## src/rtl/twr_pkg.sv

```systemverilog
package twr_pkg;
  // One-cycle control strobes from the sequencer to the datapath.
  typedef struct packed {
    logic start;     // start condition: clear command
    logic cmdBit;    // shift captured bit into command
    logic addrBit;   // shift captured bit into address
    logic dataBit;   // present data MSB, shift data
    logic loadData;  // fetch storage into data register
    logic ackDrive;  // acknowledge slot: pull output low
  } twrStrobe_t;
endpackage

```

## src/rtl/twr_store.sv

```systemverilog
module twr_store #(
  parameter int WORD_W = 8,
  localparam int DEPTH = 1 << WORD_W
) (
  input  logic              clk,
  input  logic              wrEn,
  input  logic [WORD_W-1:0] wrAddr,
  input  logic [WORD_W-1:0] wrData,
  input  logic [WORD_W-1:0] rdAddr,
  output logic [WORD_W-1:0] rdData
);
  logic [WORD_W-1:0] cells [DEPTH];

  always_ff @(posedge clk) begin
    if (wrEn) cells[wrAddr] <= wrData;
  end

  assign rdData = cells[rdAddr];
endmodule

```

## src/rtl/twr_ctl.sv

```systemverilog
module twr_ctl
  import twr_pkg::*;
#(
  parameter int WORD_W = 8,
  parameter int TICK_W = $clog2(2 * WORD_W + 2)
) (
  input  logic              clk,
  input  logic              rstN,
  input  logic              lineWe,
  input  logic              sclIn,
  input  logic              sdaIn,
  input  logic              rdCmd,
  output twrStrobe_t        strobe,
  output logic [TICK_W-1:0] tickNow,
  output logic              ackPend
);
  localparam logic [TICK_W-1:0] CMD_END = TICK_W'(WORD_W + 1);
  localparam logic [TICK_W-1:0] PAY_END = TICK_W'(2 * WORD_W + 1);
  localparam logic [TICK_W-1:0] ONE     = TICK_W'(1);

  logic prevScl, prevSda;
  logic busCond, sclRise, waiting, active;
  logic ackCyc, bitOk, cmdBit, payBit, stopEv;
  logic [TICK_W-1:0] tickInc;

  always_comb begin
    busCond = prevScl & sclIn & (prevSda ^ sdaIn);
    sclRise = ~prevScl & sclIn;
    waiting = (tickNow == '0) & ~ackPend;
    active  = lineWe & ~busCond & ~waiting & sclRise;
    ackCyc  = active & ackPend;
    bitOk   = active & ~ackPend & (prevSda == sdaIn);
    cmdBit  = bitOk & (tickNow < CMD_END);
    payBit  = bitOk & (tickNow >= CMD_END) & (tickNow < PAY_END);
    tickInc = tickNow + ONE;
    stopEv  = lineWe & busCond & sdaIn;

    strobe.start    = lineWe & busCond & ~sdaIn;
    strobe.cmdBit   = cmdBit;
    strobe.addrBit  = payBit & ~rdCmd;
    strobe.dataBit  = payBit & rdCmd;
    strobe.loadData = payBit & (tickInc == PAY_END);
    strobe.ackDrive = ackCyc;
  end

  always_ff @(posedge clk or negedge rstN) begin
    if (!rstN) begin
      prevScl <= 1'b1;
      prevSda <= 1'b1;
      tickNow <= '0;
      ackPend <= 1'b0;
    end else begin
      if (lineWe) begin
        prevScl <= sclIn;
        prevSda <= sdaIn;
      end
      if (strobe.start) begin
        tickNow <= ONE;
        ackPend <= 1'b0;
      end else if (stopEv) begin
        tickNow <= '0;
        ackPend <= 1'b0;
      end else if (ackCyc) begin
        ackPend <= 1'b0;
      end else if (cmdBit) begin
        tickNow <= tickInc;
        if (tickInc == CMD_END) ackPend <= 1'b1;
      end else if (payBit) begin
        if (tickInc == PAY_END) begin
          tickNow <= '0;
          ackPend <= 1'b1;
        end else begin
          tickNow <= tickInc;
        end
      end
    end
  end
endmodule

```

## src/rtl/twr_datapath.sv

```systemverilog
module twr_datapath
  import twr_pkg::*;
#(
  parameter int WORD_W = 8
) (
  input  logic              clk,
  input  logic              rstN,
  input  logic              lineWe,
  input  logic              sdaIn,
  input  twrStrobe_t        strobe,
  input  logic [WORD_W-1:0] rdData,
  output logic [WORD_W-1:0] rdAddr,
  output logic [WORD_W-1:0] cmdByte,
  output logic              sdaOut
);
  logic [WORD_W-1:0] addrReg, addrNext, dataReg;

  always_comb begin
    addrNext = {addrReg[WORD_W-2:0], sdaIn};
    rdAddr   = strobe.addrBit ? addrNext : addrReg;
  end

  always_ff @(posedge clk or negedge rstN) begin
    if (!rstN) begin
      cmdByte <= '0;
      addrReg <= '0;
      dataReg <= '0;
      sdaOut  <= 1'b1;
    end else begin
      if (strobe.start)       cmdByte <= '0;
      else if (strobe.cmdBit) cmdByte <= {cmdByte[WORD_W-2:0], sdaIn};

      if (strobe.addrBit) addrReg <= addrNext;

      if (strobe.loadData)     dataReg <= rdData;
      else if (strobe.dataBit) dataReg <= {dataReg[WORD_W-2:0], 1'b0};

      if (lineWe) begin
        if (strobe.ackDrive)     sdaOut <= 1'b0;
        else if (strobe.dataBit) sdaOut <= dataReg[WORD_W-1];
        else                     sdaOut <= sdaIn;
      end
    end
  end
endmodule

```

## src/rtl/twowire_rom_target.sv

```systemverilog
module twowire_rom_target
  import twr_pkg::*;
#(
  parameter int WORD_W = 8,
  localparam int TICK_W = $clog2(2 * WORD_W + 2)
) (
  input  logic              clk,
  input  logic              rstN,
  input  logic              lineWe,
  input  logic              sclIn,
  input  logic              sdaIn,
  input  logic              preWe,
  input  logic [WORD_W-1:0] preAddr,
  input  logic [WORD_W-1:0] preData,
  output logic              sdaOut
);
  twrStrobe_t        strobe;
  logic [TICK_W-1:0] tickNow;
  logic              ackPend;
  logic [WORD_W-1:0] cmdByte, rdAddr, rdData;
  logic              rdCmd;

  assign rdCmd = cmdByte[0];

  twr_ctl #(.WORD_W(WORD_W), .TICK_W(TICK_W)) uCtl (
    .clk(clk), .rstN(rstN), .lineWe(lineWe), .sclIn(sclIn), .sdaIn(sdaIn),
    .rdCmd(rdCmd), .strobe(strobe), .tickNow(tickNow), .ackPend(ackPend)
  );

  twr_datapath #(.WORD_W(WORD_W)) uDp (
    .clk(clk), .rstN(rstN), .lineWe(lineWe), .sdaIn(sdaIn), .strobe(strobe),
    .rdData(rdData), .rdAddr(rdAddr), .cmdByte(cmdByte), .sdaOut(sdaOut)
  );

  twr_store #(.WORD_W(WORD_W)) uStore (
    .clk(clk), .wrEn(preWe), .wrAddr(preAddr), .wrData(preData),
    .rdAddr(rdAddr), .rdData(rdData)
  );
endmodule

```

## config.mk

```make
export PLATFORM = sky130hd
export DESIGN_NAME = twowire_rom_target
export DESIGN_NICKNAME = d
export VERILOG_FILES = /design/src/rtl/twr_pkg.sv /design/src/rtl/twr_store.sv /design/src/rtl/twr_ctl.sv /design/src/rtl/twr_datapath.sv /design/src/rtl/twowire_rom_target.sv
export SDC_FILE = /design/constraint.sdc
export NUM_CORES = 2
export LEC_CHECK = 0
export ABC_AREA = 1
export BUFFER_PORTS_ARGS = -buffer_cell sky130_fd_sc_hd__buf_2
export CAP_MARGIN = 20
export CORE_MARGIN = 10
export CORE_UTILIZATION = 50
export CTS_BUF_LIST = sky130_fd_sc_hd__clkbuf_8
export DETAILED_ROUTE_END_ITERATION = 16
export PLACE_DENSITY_LB_ADDON = 0.2
export SYNTH_ARGS = -nofsm -noshare
export SYNTH_HDL_FRONTEND = slang
export SYNTH_SLANG_ARGS = --single-unit
export TNS_END_PERCENT = 100
```

## constraint.sdc

```tcl
create_clock -name clk -period 2.46 [get_ports clk]
set_input_delay 0 -clock clk [delete_from_list [all_inputs] [get_ports clk]]
set_output_delay 0 -clock clk [all_outputs]
set_load 0.005 [all_outputs]
```

==> After elaboration in Yosys (flattened, before gate mapping) <==
Memory sizes are Yosys's and may differ from the RTL's.
Index checks and enable logic that the tools add are counted.
{ "totals": {"register_bits": 26, "mem_bits_rw": 2048, "in_bits": 22, "memories": 1} }
{ "memory_table": {"columns": ["name", "depth", "width", "rd", "rd_ports_with_merged_regs", "write_ports", "line", "text"], "rows": [
  ["uStore.cells", 256, 8, 1, 0, 1, "twr_store.sv:12", "logic [WORD_W-1:0] cells [DEPTH];"]
]} }
{ "op_classes": {"add_sub_neg": 1, "order_cmp": 3, "eq_ne": 5, "mux": 22, "bitwise": 26, "n_reduce_logical": 8} }
{ "ops": {"columns": ["cell", "n"], "rows": [
  ["$mux 5", 6],
  ["$mux 8", 3],
  ["$and 1x1->1", 19],
  ["$mux 1", 13],
  ["$reduce_bool 5->1", 2],
  ["$not 1->1", 6],
  ["$add 5x1->5 const B", 1],
  ["$eq 5x4->1 const B", 1],
  ["$eq 5x5->1 const B", 1],
  ["$ge 5x4->1 const B", 1],
  ["$logic_not 5->1", 1],
  ["$lt 5x4->1 const B", 1],
  ["$lt 5x5->1 const B", 1],
  ["$ne 5x4->1 const B", 1],
  ["$reduce_bool 2->1", 2],
  ["$reduce_bool 4->1", 1],
  ["$ne 3x3->1 const B", 1],
  ["$reduce_and 3->1", 1],
  ["$reduce_and 2->1", 1],
  ["$eq 1x1->1", 1],
  ["$xor 1x1->1", 1]
]} }

==> Depth between registers and ports, before layout <==
{ "depth": {"ltp_word": 15, "mapped_depth": 23, "mapped_depth_nobuf": 20} }

==> Cells and area by module <==
Synthesis repeated with hierarchy kept, for this count alone.
{ "hier_totals": {"hier_cells": 7208, "hier_area_um2": 84966.5} }
{ "by_module_without_submodules": {"columns": ["module", "n_inst", "cells_per_inst", "area_each_um2", "seq_area_each_um2"], "rows": [
  ["twr_store", 1, 6995, 83236.1, 61499.0],
  ["twr_datapath", 1, 117, 1049.8, 626.9],
  ["twr_ctl", 1, 96, 680.7, 202.7]
]} }

==> Worst setup path after synthesis <==
No wires, ideal clock.
{ "synth_path": {"path_kind": "reg2reg", "start": "register uCtl.tickNow[0]", "end": "register uDp.dataReg[4]", "setup_time_ns": 0.118, "arrival_ns": 2.556, "required_time_ns": 2.342, "path_slack_ns": -0.214, "stages_incl_launch_ff": 21, "period_less_slack_ns": 2.674, "path_cell_list": "dfrtp_1 > inv_1 > ha_1 > inv_1 > nor2_1 > nand3_1 > nand2_1 > nor2_2 > nand4_4 > o21ai_2 > buf_2 > buf_1 > nand3_1 > nand3_1 > nand3_1 > nand3_1 > nand3_1 > nand3_1 > nand3_1 > nand3_1 > nand2_1"} }
{ "synth_via": {"elab_chain_cells": 13, "elab_cells_between_ends": 20, "classes_between": "add/sub: 1; order compare: 2; eq/ne: 1; mux: 2; bitwise: 11; reduce/logical: 2; memory: 1"} }
{ "synth_rtl": {"columns": ["item", "line", "text"], "rows": [
  ["start, declared", "twr_ctl.sv:14", "output logic [TICK_W-1:0] tickNow,"],
  ["start signal, assigned", "twr_ctl.sv:66", "tickNow <= tickInc;"],
  ["start signal, assigned", "twr_ctl.sv:73", "tickNow <= tickInc;"],
  ["$logic_not 5->1", "twr_ctl.sv:29", "waiting = (tickNow == '0) & ~ackPend;"],
  ["$and 1x1->1", "twr_ctl.sv:29", null],
  ["$not 1->1", "twr_ctl.sv:30", "active = lineWe & ~busCond & ~waiting & sclRise;"],
  ["$and 1x1->1 (2 in a row)", "twr_ctl.sv:30", null],
  ["$and 1x1->1 (2 in a row)", "twr_ctl.sv:32", "bitOk = active & ~ackPend & (prevSda == sdaIn);"],
  ["$and 1x1->1 (2 in a row)", "twr_ctl.sv:34", "payBit = bitOk & (tickNow >= CMD_END) & (tickNow < PAY_END);"],
  ["$and 1x1->1", "twr_ctl.sv:40", "strobe.addrBit = payBit & ~rdCmd;"],
  ["$mux 8", null, null],
  ["$mem_v2 256x8", null, null],
  ["$mux 8", "twr_datapath.sv:35", "if (strobe.loadData) dataReg <= rdData;"],
  ["end signal, assigned", "twr_datapath.sv:35", null],
  ["end signal, assigned", "twr_datapath.sv:36", "else if (strobe.dataBit) dataReg <= {dataReg[WORD_W-2:0], 1'b0};"],
  ["end, declared", "twr_datapath.sv:16", "logic [WORD_W-1:0] addrReg, addrNext, dataReg;"]
]} }
Parallel ways exist; a longest one is shown, timed or not.
A chain may end at the register's enable or synchronous reset.

==> Worst setup path in the final report <==
{ "layout_path": {"start": "register uCtl.tickNow[1]", "end": "register uDp.dataReg[6]"} }
Same word-level chain as after synthesis.

==> summary.md <==
| Metric | Value |
|---|---|
| Hold Path Cell Cnt | `2` |
| Syn nets | `7,186` |
| Cell area after synthesis | `around 0.085 mm^2` |
| Final HPWL DP | `around 160,000 um` |
| RSZ-0062 raised after global routing | `true` |
| Ys Warns | `0` |
| Outcome | `finished with violations` |
| Die area | `about 0.19 mm^2` |
| Violated checks | `negative setup slack` |
| Cells after Synth | `about 7k` |
| H-Tree Depth | `5` |
| Clock-pin slew on the worst setup and hold paths | `roughly 0.060 ns` |
| Area grow syn2layout | `24.6%` |
| Final TNS setup | `-6.00 ns` |
| R2R depth | `24` |
| Final Hold Vio Count | `0` |
| Starting Density | `~50%` |
| Clock Latency Late Sink | `approximately 1.1 ns` |
| Routed Antenna Nets | `0` |
| Crit path kind | `register to register` |
| Core Util, Final | `62.9%` |
| Peak supply drop | `between 0.7 and 0.8 mV` |
| Hold WS | `0.0343 ns` |
| Unique masters post-synth | `34` |
| Setup Viol. Count Final | `8` |
| Top cell type's share of synthesized area | `around 73%` |
| CTS tree | `yes` |
| Final Skew | `0.0696 ns` |
| Actual slew at the worst max-slew pin | `1.02 ns` |
| Commonest non-fill, non-tap cell in the layout | `edfxtp_1` |
| Max Clk Rate | `between 0.3 and 0.4 GHz` |
| Yosys top cell by area | `edfxtp_1` |
| IO Pins | `23` |
| Die H | `~430 um` |
| Final Cycle Share | `132%` |
| Std-Cell Rows | `150` |
| Antenna violations before repair | `7` |
| Fill cell count | `12.7k` |
| Min Clock Period, post-route | `3.25 ns` |
| LEAKAGE | `between 30 and 40 nW` |
| DRT iter0 DRCs | `slightly below 9k` |
| # clock sinks | `approximately 2.1k` |
| # port buffers | `22` |
| Final setup margin | `-0.794 ns` |
| Routed len/inst | `~26 um` |
| Drc violations | `0` |
| Die W | `~430 um` |
| Total CTS buffers | `around 350` |
| Total iterations of the first detailed-routing run | `8` |
| Final nets | `approximately 8.0k` |
| Vias in the first global route | `roughly 60k` |
| Final wirelength | `272,000 um` |
| Critical Path RT | `3.43 ns` |
| Crit path DAT | `4.22 ns` |
| Synthesized flop and latch total | `2,074` |
| Slew margin rel. | `about a third` |
| Slew Limit Fails | `0` |
| Routed vias | `slightly above 60k` |
| Max-cap violations | `0` |
| First-pass GRT wire length | `between 300,000 and 400,000 um` |
| Crit path max fanout | `10` |
| Core Box Area | `around 0.17 mm^2` |
| Path type of the worst min-delay path | `primary input to register` |
| Gr usage total | `between 20% and 30%` |
| Syn avg cell area | `approximately 12 um^2` |
| Post-synthesis sequential area ratio | `between 70% and 80%` |
| CTS Buffer Depth | `4` |
| Most frequent cells in the layout | `edfxtp_1 (2,048), nand2_1 (2,043), nand3_1 (1,731)` |
| Grt total ovfl | `0` |
| Clock Root Buffer | `clkbuf_8` |
| Area contributors post-synth | `edfxtp_1 (73%), nand3_1 (13%), nand2_1 (9.1%)` |
| Largest net degree at the start of global routing | `78` |
| Total power | `~110 mW` |
| Setup WS pre-CTS | `-1.24 ns` |
| Fraction of layout cells with a size suffix above 1 | `between 20 and 25%` |
| Final Wtd Congestion | `approximately 0.92` |
| Worst Setup End Kind | `register` |
| Avg Vias per Cell | `just under 6` |
| Startpoint Class | `register` |
| Pwr dens | `roughly 1100 mW/mm^2` |
what timing repair did:
action / CTS / global route
setup endpoints to repair: 10 / 18
hold buffers: 45 / 0
gates resized for setup: 276 / 398
cloned: 23 / 56
buffers inserted: 40 / 46
endpoints found under the hold margin: 2917 / 0
pin swaps: 33 / 103
per-stage QoR:
step                instances  area [um^2]
floorplan                7161        84900
global placement         9621        92600
CTS                     10300       102000
detailed placement       9621        92600
global route            10400       105000
finish                  10400       105000
worst max-delay path, cell delays in order, from the launching register on:
cell and delay, ns:
dfrtp_1 0.39, inv_2 0.08, ha_2 0.17, inv_2 0.04, nor2_2 0.09, nand3_2 0.11, nand2_2 0.11, nor2_4 0.05
nand4_4 0.07, buf_12 0.16, nand2_2 0.07, o21ai_4 0.07, buf_12 0.16, buf_12 0.18, bufbuf_16 0.30, buf_4 0.13
nand3_1 0.10, nand3_1 0.10, nand3_1 0.14, nand3_4 0.16, nand3_4 0.10, nand3_4 0.09, nand3_2 0.10, nand3_1 0.09
nand2_1 0.05
logic make-up (layout without fill, tap and decap cells):
logic type	Yosys count	count (layout)	share of synthesized area, %
xor gates and xnor gates	2	2	0.0207
buffers and inverters	564	1629	3.18
AOI/OAI and AO/OA	31	31	0.237
DFF	2074	2074	73.4
adders and majority gates	3	3	0.0443
other	0	5	0
and+or+nand+nor	4487	4490	23.1
registers in the layout (all words and copies together) (netlist names):
name	count
uDp.sdaOut	1
uCtl.ackPend	1
uStore.cells	2048
uCtl.prevScl	1
uDp.cmdByte	1
uCtl.tickNow	5
uCtl.prevSda	1
uDp.dataReg	8
uDp.addrReg	8
report_power, final:
group          total, mW  switching, mW  internal, mW
logic               47.5           29.5          18.1
registers           39.2          0.138          39.0
clock network       28.2           13.8          14.4
total                115           43.4          71.5
synthesized netlist by cell type:
cell type,n
a31oi_1,1
clkbuf_1,108
inv_1,72
nor3_1,1
nand3_2,1
o2111ai_1,1
dfstp_2,3
buf_4,45
buf_6,5
nand4_1,1
clkinv_1,1
o21ai_0,14
ha_1,3
a21oi_1,3
nand4_4,1
buf_1,37
buf_2,293
edfxtp_1,2048
o32ai_1,1
nor2_2,2
nor2_4,1
o21ai_2,3
o21ai_4,1
o211a_1,1
dfrtp_1,23
nor2_1,295
nand3_1,2129
xor2_1,2
nand2_1,2054
inv_2,3
o21ai_1,3
nand2_2,2
o31ai_1,2
o41ai_1,1
metal layers:
layer | share of wire [%] | global-route usage [%]
met3 | 11 | 5.66
met1 | 38 | 37.2
met5 | 0.0070 | 0
met4 | 4.1 | 10.6
met2 | 47 | 42.9
final timing paths:
path                            slack [ns]            start              endpoint
worst min register to register        0.47       uDp.sdaOut            uDp.sdaOut
min in group asynchronous             0.51             rstN       uCtl.tickNow[2]
worst max-delay path                 -0.79  uCtl.tickNow[1]        uDp.dataReg[6]
worst min-delay path                  0.03       preData[6]  uStore.cells[123][6]
worst max register to register       -0.79  uCtl.tickNow[1]        uDp.dataReg[6]
max in group asynchronous             1.71             rstN          uCtl.prevSda
final cells by class:
class	instances	area, um^2	area share [%]
well taps	2204	2760	2.61
clock buffers	369	5080	4.82
flip-flops and latches	2074	62200	58.9
clock inverters	240	1130	1.08
multi-input cells	4526	22600	21.4
diodes	5	12.5	0.0119
repair buffers	944	11400	10.8
inverters	76	330	0.313
Note: power is estimated with default switching activity, not from simulation.
